--- src/rtl/sb_pkg.sv ---
package sb_pkg;

    // Life cycle of one functional-unit record
    typedef enum logic [1:0] {
        SLOT_IDLE    = 2'd0,
        SLOT_WAIT_RD = 2'd1,
        SLOT_EXEC    = 2'd2,
        SLOT_WAIT_WB = 2'd3
    } slot_state_e;

endpackage

--- src/rtl/sb_fu_slot.sv ---
module sb_fu_slot
    import sb_pkg::*;
#(
    parameter int NUM_FU = 4,
    parameter int OP_W   = 4,
    parameter int REG_W  = 3,
    parameter int TAG_W  = 3
) (
    input  logic              clk,
    input  logic              rst_n,
    input  logic              issue_en,
    input  logic [OP_W-1:0]   iss_op,
    input  logic [REG_W-1:0]  iss_dst,
    input  logic [REG_W-1:0]  iss_src1,
    input  logic [REG_W-1:0]  iss_src2,
    input  logic [TAG_W-1:0]  iss_q1,
    input  logic [TAG_W-1:0]  iss_q2,
    input  logic [NUM_FU-1:0] wb_bcast,
    input  logic              ex_done_i,
    input  logic              wb_grant_i,
    output logic              busy_o,
    output logic              wb_req_o,
    output logic              rd_grant_o,
    output logic [OP_W-1:0]   op_o,
    output logic [REG_W-1:0]  dst_o,
    output logic [REG_W-1:0]  src1_o,
    output logic [REG_W-1:0]  src2_o,
    output logic              rdy1_o,
    output logic              rdy2_o
);

    typedef struct packed {
        slot_state_e      state;
        logic [OP_W-1:0]  op;
        logic [REG_W-1:0] dst;
        logic [REG_W-1:0] src1;
        logic [REG_W-1:0] src2;
        logic [TAG_W-1:0] q1;
        logic [TAG_W-1:0] q2;
        logic             r1;
        logic             r2;
    } rec_t;

    rec_t rec_d, rec_q;

    // True when the unit named by tag is writing back this cycle
    function automatic logic tag_retires(input logic [TAG_W-1:0] tag,
                                         input logic [NUM_FU-1:0] bcast);
        logic hit;
        hit = 1'b0;
        for (int k = 0; k < NUM_FU; k++) begin
            if (tag == TAG_W'(k + 1) && bcast[k]) hit = 1'b1;
        end
        return hit;
    endfunction

    assign rd_grant_o = (rec_q.state == SLOT_WAIT_RD) && rec_q.r1 && rec_q.r2;

    always_comb begin
        rec_d = rec_q;
        // Producer broadcast releases waiting sources
        if (rec_q.state == SLOT_WAIT_RD) begin
            if (rec_q.q1 != '0 && tag_retires(rec_q.q1, wb_bcast)) begin
                rec_d.r1 = 1'b1;
                rec_d.q1 = '0;
            end
            if (rec_q.q2 != '0 && tag_retires(rec_q.q2, wb_bcast)) begin
                rec_d.r2 = 1'b1;
                rec_d.q2 = '0;
            end
        end
        // Operand read: drop ready flags so no write-back is held any more
        if (rd_grant_o) begin
            rec_d.state = SLOT_EXEC;
            rec_d.r1    = 1'b0;
            rec_d.r2    = 1'b0;
        end
        if (rec_q.state == SLOT_EXEC && ex_done_i) begin
            rec_d.state = SLOT_WAIT_WB;
        end
        if (rec_q.state == SLOT_WAIT_WB && wb_grant_i) begin
            rec_d = '0;
        end
        // A new issue overrides a write-back in the same cycle
        if (issue_en) begin
            rec_d.state = SLOT_WAIT_RD;
            rec_d.op    = iss_op;
            rec_d.dst   = iss_dst;
            rec_d.src1  = iss_src1;
            rec_d.src2  = iss_src2;
            rec_d.q1    = iss_q1;
            rec_d.q2    = iss_q2;
            rec_d.r1    = (iss_q1 == '0);
            rec_d.r2    = (iss_q2 == '0);
        end
    end

    always_ff @(posedge clk) begin
        if (!rst_n) rec_q <= '0;
        else        rec_q <= rec_d;
    end

    assign busy_o   = (rec_q.state != SLOT_IDLE);
    assign wb_req_o = (rec_q.state == SLOT_WAIT_WB);
    assign op_o     = rec_q.op;
    assign dst_o    = rec_q.dst;
    assign src1_o   = rec_q.src1;
    assign src2_o   = rec_q.src2;
    assign rdy1_o   = rec_q.r1;
    assign rdy2_o   = rec_q.r2;

    // a source with a named producer is never marked ready
    p_raw_wait_r4: assert property (@(posedge clk) disable iff (!rst_n)
        (rec_q.state == SLOT_WAIT_RD && (rec_q.q1 != '0 || rec_q.q2 != '0)) |-> !rd_grant_o);

    // operand read moves to execution with both flags dropped, one pulse only
    p_read_clears_r6: assert property (@(posedge clk) disable iff (!rst_n)
        rd_grant_o |=> (rec_q.state == SLOT_EXEC && !rec_q.r1 && !rec_q.r2 && !rd_grant_o));

    // write-back granted only after completion was seen
    p_wb_after_done_r7: assert property (@(posedge clk) disable iff (!rst_n)
        wb_grant_i |-> rec_q.state == SLOT_WAIT_WB);

    // an issued instruction always starts by waiting for operands
    p_issue_enters_r1: assert property (@(posedge clk) disable iff (!rst_n)
        issue_en |=> rec_q.state == SLOT_WAIT_RD);

endmodule

--- src/rtl/sb_result_table.sv ---
module sb_result_table #(
    parameter int NUM_FU   = 4,
    parameter int NUM_REGS = 8,
    parameter int REG_W    = 3,
    parameter int TAG_W    = 3
) (
    input  logic                             clk,
    input  logic                             rst_n,
    input  logic                             set_en,
    input  logic [REG_W-1:0]                 set_reg,
    input  logic [TAG_W-1:0]                 set_tag,
    input  logic [NUM_FU-1:0]                clr_en,
    input  logic [NUM_FU-1:0][REG_W-1:0]     clr_reg,
    output logic [NUM_REGS-1:0][TAG_W-1:0]   tbl_o
);

    typedef struct packed {
        logic [NUM_REGS-1:0][TAG_W-1:0] tag;
    } tbl_t;

    tbl_t tbl_d, tbl_q;
    logic [NUM_REGS-1:0] clr_hit;

    always_comb begin
        tbl_d   = tbl_q;
        clr_hit = '0;
        for (int r = 0; r < NUM_REGS; r++) begin
            for (int u = 0; u < NUM_FU; u++) begin
                if (clr_en[u] && clr_reg[u] == REG_W'(r) &&
                    tbl_q.tag[r] == TAG_W'(u + 1)) begin
                    clr_hit[r]   = 1'b1;
                    tbl_d.tag[r] = '0;
                end
            end
            // Issue has priority over a clear of the same entry
            if (set_en && set_reg == REG_W'(r)) begin
                tbl_d.tag[r] = set_tag;
            end
        end
    end

    always_ff @(posedge clk) begin
        if (!rst_n) tbl_q <= '0;
        else        tbl_q <= tbl_d;
    end

    assign tbl_o = tbl_q.tag;

    // a register is claimed only when empty or released this cycle
    p_single_writer_r3: assert property (@(posedge clk) disable iff (!rst_n)
        set_en |-> (tbl_q.tag[set_reg] == '0 || clr_hit[set_reg]));

    // a unit writing back always owns its destination entry
    generate
        for (genvar u = 0; u < NUM_FU; u++) begin : g_own
            p_owner_match_r8: assert property (@(posedge clk) disable iff (!rst_n)
                clr_en[u] |-> tbl_q.tag[clr_reg[u]] == TAG_W'(u + 1));
        end
    endgenerate

endmodule

--- src/rtl/sb_issue_gate.sv ---
module sb_issue_gate #(
    parameter int NUM_FU   = 4,
    parameter int NUM_REGS = 8,
    parameter int FU_W     = 2,
    parameter int REG_W    = 3,
    parameter int TAG_W    = 3
) (
    input  logic                           in_valid,
    input  logic [FU_W-1:0]                in_fu,
    input  logic [REG_W-1:0]               in_dst,
    input  logic [REG_W-1:0]               in_src1,
    input  logic [REG_W-1:0]               in_src2,
    input  logic [NUM_FU-1:0]              busy,
    input  logic [NUM_FU-1:0]              wb_grant,
    input  logic [NUM_REGS-1:0][TAG_W-1:0] tbl,
    output logic                           in_ready,
    output logic [NUM_FU-1:0]              issue_en,
    output logic [TAG_W-1:0]               q1,
    output logic [TAG_W-1:0]               q2,
    output logic [TAG_W-1:0]               set_tag
);

    function automatic logic retiring(input logic [TAG_W-1:0] tag,
                                      input logic [NUM_FU-1:0] grant);
        logic hit;
        hit = 1'b0;
        for (int k = 0; k < NUM_FU; k++) begin
            if (tag == TAG_W'(k + 1) && grant[k]) hit = 1'b1;
        end
        return hit;
    endfunction

    logic [TAG_W-1:0] dst_owner, p1, p2;
    logic             unit_free, dst_free, fire;

    always_comb begin
        dst_owner = tbl[in_dst];
        unit_free = !busy[in_fu] || wb_grant[in_fu];
        dst_free  = (dst_owner == '0) || retiring(dst_owner, wb_grant);
        in_ready  = unit_free && dst_free;
        fire      = in_valid && in_ready;
        for (int k = 0; k < NUM_FU; k++) begin
            issue_en[k] = fire && (in_fu == FU_W'(k));
        end
        // A producer retiring this cycle counts as already written
        p1 = tbl[in_src1];
        p2 = tbl[in_src2];
        q1 = retiring(p1, wb_grant) ? '0 : p1;
        q2 = retiring(p2, wb_grant) ? '0 : p2;
        set_tag = TAG_W'(in_fu) + TAG_W'(1);
    end

endmodule

--- src/rtl/sb_hazard_net.sv ---
module sb_hazard_net #(
    parameter int NUM_FU = 4,
    parameter int REG_W  = 3
) (
    input  logic [NUM_FU-1:0]            wb_req,
    input  logic [NUM_FU-1:0][REG_W-1:0] dst,
    input  logic [NUM_FU-1:0][REG_W-1:0] src1,
    input  logic [NUM_FU-1:0][REG_W-1:0] src2,
    input  logic [NUM_FU-1:0]            rdy1,
    input  logic [NUM_FU-1:0]            rdy2,
    output logic [NUM_FU-1:0]            wb_grant
);

    logic [NUM_FU-1:0] war_block;

    always_comb begin
        for (int u = 0; u < NUM_FU; u++) begin
            war_block[u] = 1'b0;
            for (int f = 0; f < NUM_FU; f++) begin
                if (f != u) begin
                    if ((rdy1[f] && src1[f] == dst[u]) ||
                        (rdy2[f] && src2[f] == dst[u])) begin
                        war_block[u] = 1'b1;
                    end
                end
            end
            wb_grant[u] = wb_req[u] && !war_block[u];
        end
    end

endmodule

--- src/rtl/sb_scoreboard.sv ---
module sb_scoreboard #(
    parameter int NUM_FU   = 4,
    parameter int NUM_REGS = 8,
    parameter int OP_W     = 4
) (
    input  logic                        clk,
    input  logic                        rst_n,
    input  logic                        in_valid,
    output logic                        in_ready,
    input  logic [$clog2(NUM_FU)-1:0]   in_fu,
    input  logic [OP_W-1:0]             in_op,
    input  logic [$clog2(NUM_REGS)-1:0] in_dst,
    input  logic [$clog2(NUM_REGS)-1:0] in_src1,
    input  logic [$clog2(NUM_REGS)-1:0] in_src2,
    input  logic [NUM_FU-1:0]           ex_done,
    output logic [NUM_FU-1:0]           rd_grant,
    output logic [NUM_FU*OP_W-1:0]      fu_op,
    output logic [NUM_FU-1:0]           wb_grant
);

    localparam int FU_W  = $clog2(NUM_FU);
    localparam int REG_W = $clog2(NUM_REGS);
    localparam int TAG_W = $clog2(NUM_FU + 1);

    logic [NUM_FU-1:0]              busy_w, wb_req_w, rdy1_w, rdy2_w, issue_en;
    logic [NUM_FU-1:0][REG_W-1:0]   dst_w, src1_w, src2_w;
    logic [NUM_FU-1:0][OP_W-1:0]    op_w;
    logic [NUM_REGS-1:0][TAG_W-1:0] tbl_w;
    logic [TAG_W-1:0]               q1_w, q2_w, set_tag_w;

    sb_issue_gate #(
        .NUM_FU(NUM_FU), .NUM_REGS(NUM_REGS),
        .FU_W(FU_W), .REG_W(REG_W), .TAG_W(TAG_W)
    ) u_gate (
        .in_valid (in_valid),
        .in_fu    (in_fu),
        .in_dst   (in_dst),
        .in_src1  (in_src1),
        .in_src2  (in_src2),
        .busy     (busy_w),
        .wb_grant (wb_grant),
        .tbl      (tbl_w),
        .in_ready (in_ready),
        .issue_en (issue_en),
        .q1       (q1_w),
        .q2       (q2_w),
        .set_tag  (set_tag_w)
    );

    sb_result_table #(
        .NUM_FU(NUM_FU), .NUM_REGS(NUM_REGS), .REG_W(REG_W), .TAG_W(TAG_W)
    ) u_table (
        .clk     (clk),
        .rst_n   (rst_n),
        .set_en  (|issue_en),
        .set_reg (in_dst),
        .set_tag (set_tag_w),
        .clr_en  (wb_grant),
        .clr_reg (dst_w),
        .tbl_o   (tbl_w)
    );

    generate
        for (genvar k = 0; k < NUM_FU; k++) begin : g_slot
            sb_fu_slot #(
                .NUM_FU(NUM_FU), .OP_W(OP_W), .REG_W(REG_W), .TAG_W(TAG_W)
            ) u_slot (
                .clk        (clk),
                .rst_n      (rst_n),
                .issue_en   (issue_en[k]),
                .iss_op     (in_op),
                .iss_dst    (in_dst),
                .iss_src1   (in_src1),
                .iss_src2   (in_src2),
                .iss_q1     (q1_w),
                .iss_q2     (q2_w),
                .wb_bcast   (wb_grant),
                .ex_done_i  (ex_done[k]),
                .wb_grant_i (wb_grant[k]),
                .busy_o     (busy_w[k]),
                .wb_req_o   (wb_req_w[k]),
                .rd_grant_o (rd_grant[k]),
                .op_o       (op_w[k]),
                .dst_o      (dst_w[k]),
                .src1_o     (src1_w[k]),
                .src2_o     (src2_w[k]),
                .rdy1_o     (rdy1_w[k]),
                .rdy2_o     (rdy2_w[k])
            );
            assign fu_op[k*OP_W +: OP_W] = op_w[k];

            // write-back without a same-cycle reissue leaves the unit free
            p_wb_frees_r8: assert property (@(posedge clk) disable iff (!rst_n)
                (wb_grant[k] && !issue_en[k]) |=> !busy_w[k]);

            // a busy unit is never issued to unless it retires now
            p_no_double_issue_r2: assert property (@(posedge clk) disable iff (!rst_n)
                issue_en[k] |-> (!busy_w[k] || wb_grant[k]));
        end
    endgenerate

    sb_hazard_net #(.NUM_FU(NUM_FU), .REG_W(REG_W)) u_hazard (
        .wb_req   (wb_req_w),
        .dst      (dst_w),
        .src1     (src1_w),
        .src2     (src2_w),
        .rdy1     (rdy1_w),
        .rdy2     (rdy2_w),
        .wb_grant (wb_grant)
    );

    // at most one instruction enters per cycle
    p_issue_onehot_r1: assert property (@(posedge clk) disable iff (!rst_n)
        $onehot0(issue_en));

endmodule

--- config.mk ---
export PLATFORM = sky130hd
export DESIGN_NAME = sb_scoreboard
export DESIGN_NICKNAME = d
export VERILOG_FILES = /design/src/rtl/sb_pkg.sv /design/src/rtl/sb_fu_slot.sv /design/src/rtl/sb_result_table.sv /design/src/rtl/sb_issue_gate.sv /design/src/rtl/sb_hazard_net.sv /design/src/rtl/sb_scoreboard.sv
export SDC_FILE = /design/constraint.sdc
export NUM_CORES = 1
export LEC_CHECK = 0
export BUFFER_PORTS_ARGS = -buffer_cell sky130_fd_sc_hd__buf_2
export CAP_MARGIN = 25
export CORE_UTILIZATION = 52
export CTS_CLUSTER_DIAMETER = 200
export CTS_CLUSTER_SIZE = 20
export DETAILED_ROUTE_END_ITERATION = 10
export GPL_TIMING_DRIVEN = 0
export PLACE_DENSITY = 0.68
export SETUP_SLACK_MARGIN = 0.15
export SYNTH_ARGS = -nofsm -noshare
export SYNTH_HDL_FRONTEND = slang
export SYNTH_HIERARCHICAL = 1
export SYNTH_SLANG_ARGS = --single-unit
--- constraint.sdc ---
create_clock -name clk -period 4.4 [get_ports clk]
set_clock_uncertainty 0.2 [all_clocks]
set_input_delay 0.44 -clock clk [delete_from_list [all_inputs] [get_ports clk]]
set_output_delay 0.44 -clock clk [all_outputs]
set_load 0.01 [all_outputs]
### After elaboration in Yosys (flattened, before gate mapping)

Index checks and enable logic that the tools add are counted.

| storage, ports and cells | value |
|---|---|
| flip-flop bits (word level) | 116 |
| latch bits | 0 |
| bits in writable memories | 0 |
| bits in read-only memories | 0 |
| output and inout port bits | 25 |
| logic and storage cells | 639 |
| memories | 0 |

| operators by class | value |
|---|---|
| add/sub/neg operators | 1 |
| multiply operators | 0 |
| div/mod/pow operators | 0 |
| magnitude comparators | 4 |
| equality and inequality tests | 150 |
| shift operators | 0 |
| muxes and demuxes | 156 |
| bitwise gates (word level) | 1 |
| reductions and logical operators | 279 |

Operators with widths:

| cell | count |
|---|---|
| 2-to-1 mux 22 bit | 8 |
| logical AND 1 bit | 174 |
| 2-to-1 mux 3 bit | 53 |
| equality test 3 x 2 -> 1 bit, second input constant | 48 |
| equality test 3 bit, second input constant | 39 |
| 2-to-1 mux 1 bit | 74 |
| equality test 3 x 1 -> 1 bit, second input constant | 24 |
| equality test 3 bit | 24 |
| nonzero test 4 bit | 16 |
| nonzero test 3 bit | 20 |
| nonzero test 5 bit | 8 |
| 2-to-1 mux 8 bit | 4 |
| AND reduction 2 bit | 16 |
| binary-select mux 3 bit (select 3 bit) | 3 |
| zero test 3 bit | 8 |
| 2-to-1 mux 2 bit | 12 |
| nonzero test 2 bit | 12 |
| equality test 2 bit, second input constant | 10 |
| logical OR 1 bit | 14 |
| less-than comparator 3 x 4 -> 1 bit, second input constant | 3 |
| OR reduction 3 bit | 4 |
| equality test 2 x 1 -> 1 bit, second input constant | 5 |
| zero test 1 bit | 5 |
| binary-select mux 1 bit (select 2 bit) | 2 |
| other kinds (5) | 5 |

### Longest topological paths before layout

Gate-level depths: netlist (run 1).

| depth | value |
|---|---|
| depth after elaboration | 20 |
| depth in mapped cells | 16 |

### By module

The synthesis (run 1) kept the hierarchy.

By module, submodules not included:

| module | times used | cells an instance | area each (sq um) | sequential area each (sq um) |
|---|---|---|---|---|
| sb_fu_slot | 4 | 101 | 1018.5 | 460.4 |
| sb_result_table | 1 | 169 | 1514.0 | 480.5 |
| sb_hazard_net | 1 | 120 | 975.9 | 0.0 |
| sb_issue_gate | 1 | 83 | 860.8 | 0.0 |
| sb_scoreboard | 1 | 1 | 7.5 | 0.0 |

### Least setup slack after synthesis (run 1)

No wires, ideal clock.

| timing | value |
|---|---|
| path type | reg2reg |
| start point | register g_slot[2].u_slot.rec_q, in the netlist g_slot[2].u_slot/dst_o[1] |
| end point | register u_table.tbl_q, in the netlist u_table/tbl_o[1] |
| setup time | 0.126 ns |
| data arrival time | 3.637 ns |
| path slack | 0.437 ns |
| stages on the path, launching flop included | 16 |
| clock period less this slack | 3.963 ns |
| cell sequence | dfxtp_1 -> buf_4 -> buf_6 -> xnor2_1 -> nand4_1 -> nand4_1 -> nor2_1 -> inv_1 -> or3_1 -> a211o_1 -> a21oi_1 -> or4_1 -> buf_2 -> or4b_4 -> nand3_1 -> o22ai_1 |

| between the ends | value |
|---|---|
| word-level cells in the longest chain between the ends | 18 |

Ends and longest elaborated chain:

| element | RTL line | RTL |
|---|---|---|
| start, declared | sb_fu_slot.sv:44 | `rec_t rec_d, rec_q;` |
| start signal, assigned | sb_fu_slot.sv:100 | `else rec_q <= rec_d;` |
| equality test 3 bit (on tied branches) | sb_hazard_net.sv:21, sb_hazard_net.sv:22 |  |
| logical AND 1 bit (on tied branches) | sb_hazard_net.sv:21, sb_hazard_net.sv:22 |  |
| logical OR 1 bit | sb_hazard_net.sv:21 | `if ((rdy1[f] && src1[f] == dst[u]) \|\|` |
| 2-to-1 mux 1 bit (2 in series) | sb_hazard_net.sv:21 |  |
| 2-to-1 mux 1 bit (*) | sb_hazard_net.sv:21 |  |
| zero test 1 bit (*) | sb_hazard_net.sv:27 | `wb_grant[u] = wb_req[u] && !war_block[u];` |
| logical AND 1 bit (*) | sb_hazard_net.sv:27 |  |
| net wb_grant[2] | sb_scoreboard.sv:18 | `output logic [NUM_FU-1:0] wb_grant` |
| [... 3 more ...] | n/a |  |
| logical OR 1 bit | sb_issue_gate.sv:39 | `dst_free = (dst_owner == '0) \|\| retiring(dst_owner, wb_grant);` |
| logical AND 1 bit (*) | sb_issue_gate.sv:40 | `in_ready = unit_free && dst_free;` |
| logical AND 1 bit (*) | sb_issue_gate.sv:41 | `fire = in_valid && in_ready;` |
| logical AND 1 bit (*) | sb_issue_gate.sv:43 | `issue_en[k] = fire && (in_fu == FU_W'(k));` |
| net issue_en[0] | sb_scoreboard.sv:25 | `logic [NUM_FU-1:0] busy_w, wb_req_w, rdy1_w, rdy2_w, issue_en;` |
| OR reduction 4 bit (*) | sb_scoreboard.sv:55 | `.set_en (\|issue_en),` |
| logical AND 1 bit (*) | sb_result_table.sv:36 | `if (set_en && set_reg == REG_W'(r)) begin` |
| nonzero test 5 bit (no source line) / 2-to-1 mux 3 bit (equally long branches) | n/a |  |
| end signal, assigned | sb_result_table.sv:44 | `else tbl_q <= tbl_d;` |
| end, declared | sb_result_table.sv:21 | `tbl_t tbl_d, tbl_q;` |

The timed path passes the listed nets; every way through them passes the cells marked *. The select of a mux whose other input is x is not followed.
A chain may end at the register's enable or synchronous reset.

### Worst setup path after layout (run 1)

| timing | value |
|---|---|
| start point | register g_slot[2].u_slot.rec_q, in the netlist g_slot[2].u_slot/dst_o[1] |
| end point | register u_table.tbl_q, in the netlist u_table/tbl_o[12] |

| between the ends | value |
|---|---|
| word-level cells in the longest chain between the ends | 18 |

Ends and longest elaborated chain:

| element | RTL line | RTL |
|---|---|---|
| equality test 3 bit (on tied branches) | sb_hazard_net.sv:21, sb_hazard_net.sv:22 |  |
| logical AND 1 bit (on tied branches) | sb_hazard_net.sv:21, sb_hazard_net.sv:22 |  |
| logical OR 1 bit | sb_hazard_net.sv:21 |  |
| 2-to-1 mux 1 bit (2 in series) | sb_hazard_net.sv:21 |  |
| 2-to-1 mux 1 bit (*) | sb_hazard_net.sv:21 |  |
| zero test 1 bit (*) | sb_hazard_net.sv:27 |  |
| logical AND 1 bit (*) | sb_hazard_net.sv:27 |  |
| logical AND 1 bit | sb_issue_gate.sv:28 | `if (tag == TAG_W'(k + 1) && grant[k]) hit = 1'b1;` |
| 2-to-1 mux 1 bit (2 in series) | sb_issue_gate.sv:28 |  |
| logical OR 1 bit | sb_issue_gate.sv:39 |  |
| logical AND 1 bit (*) | sb_issue_gate.sv:40 |  |
| logical AND 1 bit (*) | sb_issue_gate.sv:41 |  |
| logical AND 1 bit (*) | sb_issue_gate.sv:43 |  |
| net issue_en[1] | sb_scoreboard.sv:25 |  |
| OR reduction 4 bit (*) | sb_scoreboard.sv:55 |  |
| logical AND 1 bit (*) | sb_result_table.sv:36 |  |
| nonzero test 5 bit (no source line) / 2-to-1 mux 3 bit (equally long branches) | n/a |  |

Marks and branches as above.

==> results of run 1 <==
-- area by class of cell --
cell class                      instances  share of cell area, %
Clock buffer                           19                   5.13
Multi-Input combinational cell        545                   51.0
Buffer                                 91                   8.06
Timing Repair Buffer                   52                   3.45
Sequential cell                       116                   26.9
Tap cell                              180                   2.61
Inverter                               25                   1.09
Clock inverter                         13                   1.74
-- timing repair --
action,CTS,global route
pin swaps,0,2
buffers inserted,0,3
gates resized for setup,8,6
setup endpoints to repair,33,35
-- per-stage QoR --
stage / setup slack (ns) / setup TNS, ns
finish: 0.170 / 0
global route: 0.163 / 0
CTS: 0.148 / 0
detailed placement: -0.155 / -0.989
global placement: -0.971 / -54.05
floorplan: 0.437 / 0
-- report_power, final --
| group | total (uW) | internal (uW) | switching, uW |
|---|---|---|---|
| combinational | 295 | 123 | 172 |
| sequential | 1090 | 1070 | 21.3 |
| clock | 1390 | 856 | 531 |
| total | 2770 | 2050 | 725 |
-- kinds of logic after synthesis --
group,synth area share (%)
xor+xnor,8.48
mux,6.80
flops,31.2
compound gates,23.3
buf+inv,10.6
fa+ha+maj,0.673
simple gates,18.9
-- worst max-delay path, stage by stage (launching register included) --
cell and delay [ns]:
dfxtp_1 0.34, buf_4 0.20, buf_6 0.16, xnor2_1 0.09
nand4_1 0.14, nand3_1 0.14, nor2_4 0.15, buf_8 0.17
inv_1 0.10, or3_1 0.39, a211o_1 0.41, a21oi_4 0.30
or4_1 0.24, buf_2 0.25, nor4bb_1 0.57, a211oi_1 0.10
a2bb2oi_1 0.16
-- worst paths after layout --
path | startpoint | end | slack, ns | cells past startpoint
setup / recovery | g_slot[2].u_slot/dst_o[1]$_SDFFE_PN0P_ | u_table/tbl_o[12]$_SDFFE_PN0P_ | 0.17 | 16
hold / removal | in_op[1] | g_slot[0].u_slot/op_o[1]$_SDFFE_PN0P_ | 0.07 | 2
setup reg to reg | g_slot[2].u_slot/dst_o[1]$_SDFFE_PN0P_ | u_table/tbl_o[12]$_SDFFE_PN0P_ | 0.17 | 16
hold reg to reg | g_slot[1].u_slot/src1_o[1]$_SDFFE_PN0P_ | g_slot[1].u_slot/src1_o[1]$_SDFFE_PN0P_ | 0.27 | 1
-- registers in the layout, summed over array words and instances (netlist names) --
register,cells
u_table/tbl_o,24
g_slot.u_slot/op_o,16
g_slot.u_slot/rec_q,32
g_slot.u_slot/rdy1_o,4
g_slot.u_slot/src2_o,12
g_slot.u_slot/dst_o,12
g_slot.u_slot/rdy2_o,4
g_slot.u_slot/src1_o,12
-- synthesized netlist by cell type (17+ instances only) --
cell type	number	area share [%]
buf_4	57	5.8
xnor2_1	72	8.5
a22o_1	52	6.1
nand4_1	30	2.5
inv_1	25	1.3
nand2b_1	22	1.9
dfxtp_1	116	31
nor2_1	36	1.8
buf_2	19	1.3
nand2_1	38	1.9
nand3_1	18	1.2
a21oi_1	26	1.8
a32o_1	17	2.3
-- routing by layer --
metal	vias up	GRT usage [%]	part of all wire (%)
li1	3055	-	-
met1	3349	44.5	41
met2	402	53.3	46
met3	61	6.27	9.6
met4	0	15.7	3.1
met5	-	0	0
==> impl_metrics.ini, run 1 <==
[yosys]
async_flop_share_pct = 0
synth_ff_type = dfxtp_1
synth_edf_count = 0
synth.avg_cell_area_um2 = 9.57
synth_seq_cells = 116
synth_cells = 777
synthDistinctLibCells = 67
synth_warnings = 6
syn-num-nets = 803
synth_seq_area_share_pct = 31.2
synth.cell_area_um2 = 7430

[final_layout]
regArea_um2 = 2320
postLayoutCellArea_um2 = 8630
layout.cells.non_filler = 1041
layout_common_cells = dfxtp_1, xnor2_1, buf_2
nFillCells = 1202
drive_gt1_share_pct = 29.2
finish.utilization_pct = 61.9
n_antenna_cell = 0
final_common_cell = dfxtp_1
nNetsFinal = 874
multi_input_area_um2 = 4400
area_growth_pct = 16.1

[global_route]
grt_pass1_vias = 6481
grt_max_degree = 18
grt_pass1_wl_mm = 36.6
gr-usage-all-layers_pct = 33.7
antenna_found_initial = 0
grt_overflow = 0

[placement]
port_buffers = 46
placed_area_um2 = 7940
gp_congestion = 0.965
hpwl_mm = 17.5
place.detailed.instances = 1006

[drt]
vias = 6867
drt_first_pass_iters = 8
routedWlPerCell_um = 23.3
route.detailed.drc = 0
vias_per_cell = 6.60
wirelength_mm = 24.2
ant_nets = 0
drt_iter0_markers = 877

[floorplan]
core_um2 = 13900
pin_count = 47
start_util_pct = 53.3
dieArea_um2 = 14800
die_y_um = 122
rows = 43
dieWidth_um = 122

[timing]
period_needed_ns = 4.23
final_max_slew_viol_count = 0
rsz0062_at_grt = no
relSlewSlack_pct = 33.8
hold_viol_final = 0
setup_viol = 0
hold_slack_ns = 0.0748
fmax_mhz = 236
timing.final.crit_share_pct = 96.1
tightest_slew_ns = 0.988

[cts]
insertion_delay_ns = 0.43
cts_buffers = 17
clkSlewWorstSetupHoldPaths_ns = 0.06
cts_root_buf = clkbuf_16
hold_buffers = 0
cts_max_level = 4
clock_sinks = 116
cts_tree = built
clock_path_buffers = 2

[setup_path]
crit_path_start_kind = flop
crit_required_ns = 4.50
crit_fanout = 11
worstPathArrival_ns = 4.33
crit_type = flop to flop
worst_setup_path_end_kind = flop

[pwr]
p_leak_uw = 0.00314
powerDensity_nw_per_um2 = 322
power_uw = 2770
ir_worst_vdd_mv = 0.284

[flow_run]
cap_viol_max_count = 0

[hold_path]
hold_class = input port to flop

[status]
status = complete, no violations
No activity file was read; power rests on OpenSTA's default activity.
==> run 2: changes to the inputs <==
- PLACE_DENSITY: 0.68 -> 0.81
==> run 2 against run 1 <==
Against the previous run: worst setup slack better by 0.17 ns; critical endpoint is now u_table/tbl_o[0]$_SDFFE_PN0P_; critical path depth did not move; register-to-register slack gained 0.17 ns; cell area down 1.0%; sequential share of layout area grew 0.28 points; combinational power is 3% lower; via count down 1.2%; global-route usage is 2.2 points lower; routed wire length is 6.7% lower; first-iteration DRC count fell by 8.1%; utilization down 0.63 points; largest power group unchanged.
==> impl_metrics.ini, run 2 (synthesized netlist as in run 1, its figures left out) <==
[status]
status = complete, no violations

[drt]
wl_met2_mm = 9.91
wirelength_mm = 22.6
dr.max_layer_used = met4
drt_first_pass_iters = 9
met3_length_mm = 2.80
routedWlPerCell_um = 21.8
ant_nets = 0
vias = 6786
route.detailed.drc = 0
drt-met1-wl_mm = 9.18
drt_iter0_markers = 806
vias_per_cell = 6.53

[timing]
tns_ns = 0
rsz0062_at_grt = no
period_needed_ns = 4.06
fmax_mhz = 246
setup_viol = 0
fin_ws_ns = 0.341
tightest_slew_ns = 1.08
hold_viol_final = 0
final_max_slew_viol_count = 0
timing.final.crit_share_pct = 92.3
relSlewSlack_pct = 27.8

[final_layout]
finish.utilization_pct = 61.3
multi_input_area_um2 = 4360
largest_reg_flops = 32
layout_common_cells = dfxtp_1, xnor2_1, buf_2
regArea_um2 = 2320
drive_gt1_share_pct = 28.6
n_antenna_cell = 0
final_common_cell = dfxtp_1
area_growth_pct = 14.9
top_register = g_slot.u_slot/rec_q
nFillCells = 1170
nNetsFinal = 873

[placement]
gp_congestion = 0.976
port_buffers = 46
place_ws_ns = -0.479
hpwl_mm = 15.6

[cts]
cts_tree = built
cts_root_buf = clkbuf_16
cts_max_level = 4
clkSlewWorstSetupHoldPaths_ns = 0.06
insertion_delay_ns = 0.43
clock_path_buffers = 2
clock_sinks = 116
cts_buffers = 17

[floorplan]
rows = 43
dieWidth_um = 122
pin_count = 47
start_util_pct = 53.3
core_um2 = 13900
die_y_um = 122
dieArea_um2 = 14800

[setup_path]
crit_path_start_kind = flop
crit_type = flop to flop
worst_setup_path_end_kind = flop
worstPathArrival_ns = 4.16
crit_fanout = 10
crit_required_ns = 4.50
ff2ff_setup_slack_ns = 0.34

[pwr]
ir_worst_vdd_mv = 0.324
powerDensity_nw_per_um2 = 320
p_leak_uw = 0.00312

[hold_path]
hold_class = input port to flop

[global_route]
grt_pass1_wl_mm = 34.9
antenna_found_initial = 0
gr-usage-all-layers_pct = 31.6
grt_max_degree = 18
grt_pass1_vias = 6431
grt_overflow = 0

[flow_run]
cap_viol_max_count = 0
## run 2: what timing repair did
action | 4_1_cts | 5_1_grt
pin swaps | 1 | 1
buffers inserted | 1 | 2
hold buffers | 0 | 0
gates resized for setup | 4 | 4
setup endpoints to repair | 73 | 19
## run 2: worst max-delay path, cell delays in order, from the launching register on
cell and delay (ns):
dfxtp_1 0.30, buf_4 0.17, buf_6 0.15, xnor2_1 0.13, nand4_1 0.12, nand4_1 0.11, nor2_2 0.38, nor2b_1 0.09
a32o_1 0.23, o21ai_1 0.26, nand3_1 0.16, a21oi_2 0.34, or4_1 0.28, buf_2 0.25, or4b_4 0.54, o211ai_2 0.10
a22oi_1 0.11
## run 2: final timing paths
| path | from | depth (start not counted) | endpoint |
|---|---|---|---|
| worst min register to register | g_slot[2].u_slot/src2_o[1]$_SDFFE_PN0P_ | 1 | g_slot[2].u_slot/src2_o[1]$_SDFFE_PN0P_ |
| worst min-delay path | in_op[1] | 2 | g_slot[3].u_slot/op_o[1]$_SDFFE_PN0P_ |
| worst max-delay path | g_slot[3].u_slot/dst_o[0]$_SDFFE_PN0P_ | 16 | u_table/tbl_o[0]$_SDFFE_PN0P_ |
| worst max register to register | g_slot[3].u_slot/dst_o[0]$_SDFFE_PN0P_ | 16 | u_table/tbl_o[0]$_SDFFE_PN0P_ |
## run 2: area by class of cell
type,count,share of cell area [%]
Sequential cell,116,27.2
Inverter,25,1.10
Buffer,91,8.14
Timing Repair Buffer,51,3.27
Multi-Input combinational cell,545,51.0
Clock buffer,21,5.39
Tap cell,180,2.64
Clock inverter,10,1.26
## run 2: metrics by stage
stage	instances	hold WS (ns)	instance area (um2)	power, uW
after CTS	1037	0.0719	8510	2730
after global routing	1039	0.0934	8540	2810
after global placement	1003	0.258	7890	1380
after detailed placement	1005	0.258	7920	1390
final	1039	0.0817	8540	2730
after floorplan	777	0.243	7430	1300
## run 2: where the power goes
part	internal [uW]	switching, uW	total [uW]
Clock	853	502	1350
Sequential	1070	21.1	1090
Combinational	121	165	286
Total	2040	688	2730
## run 2: layer usage
metal | vias to the layer above | track usage [%]
li1 | 3051 | -
met1 | 3221 | 41.0
met2 | 439 | 47.5
met3 | 75 | 10.4
met4 | 0 | 14.2
met5 | - | 0
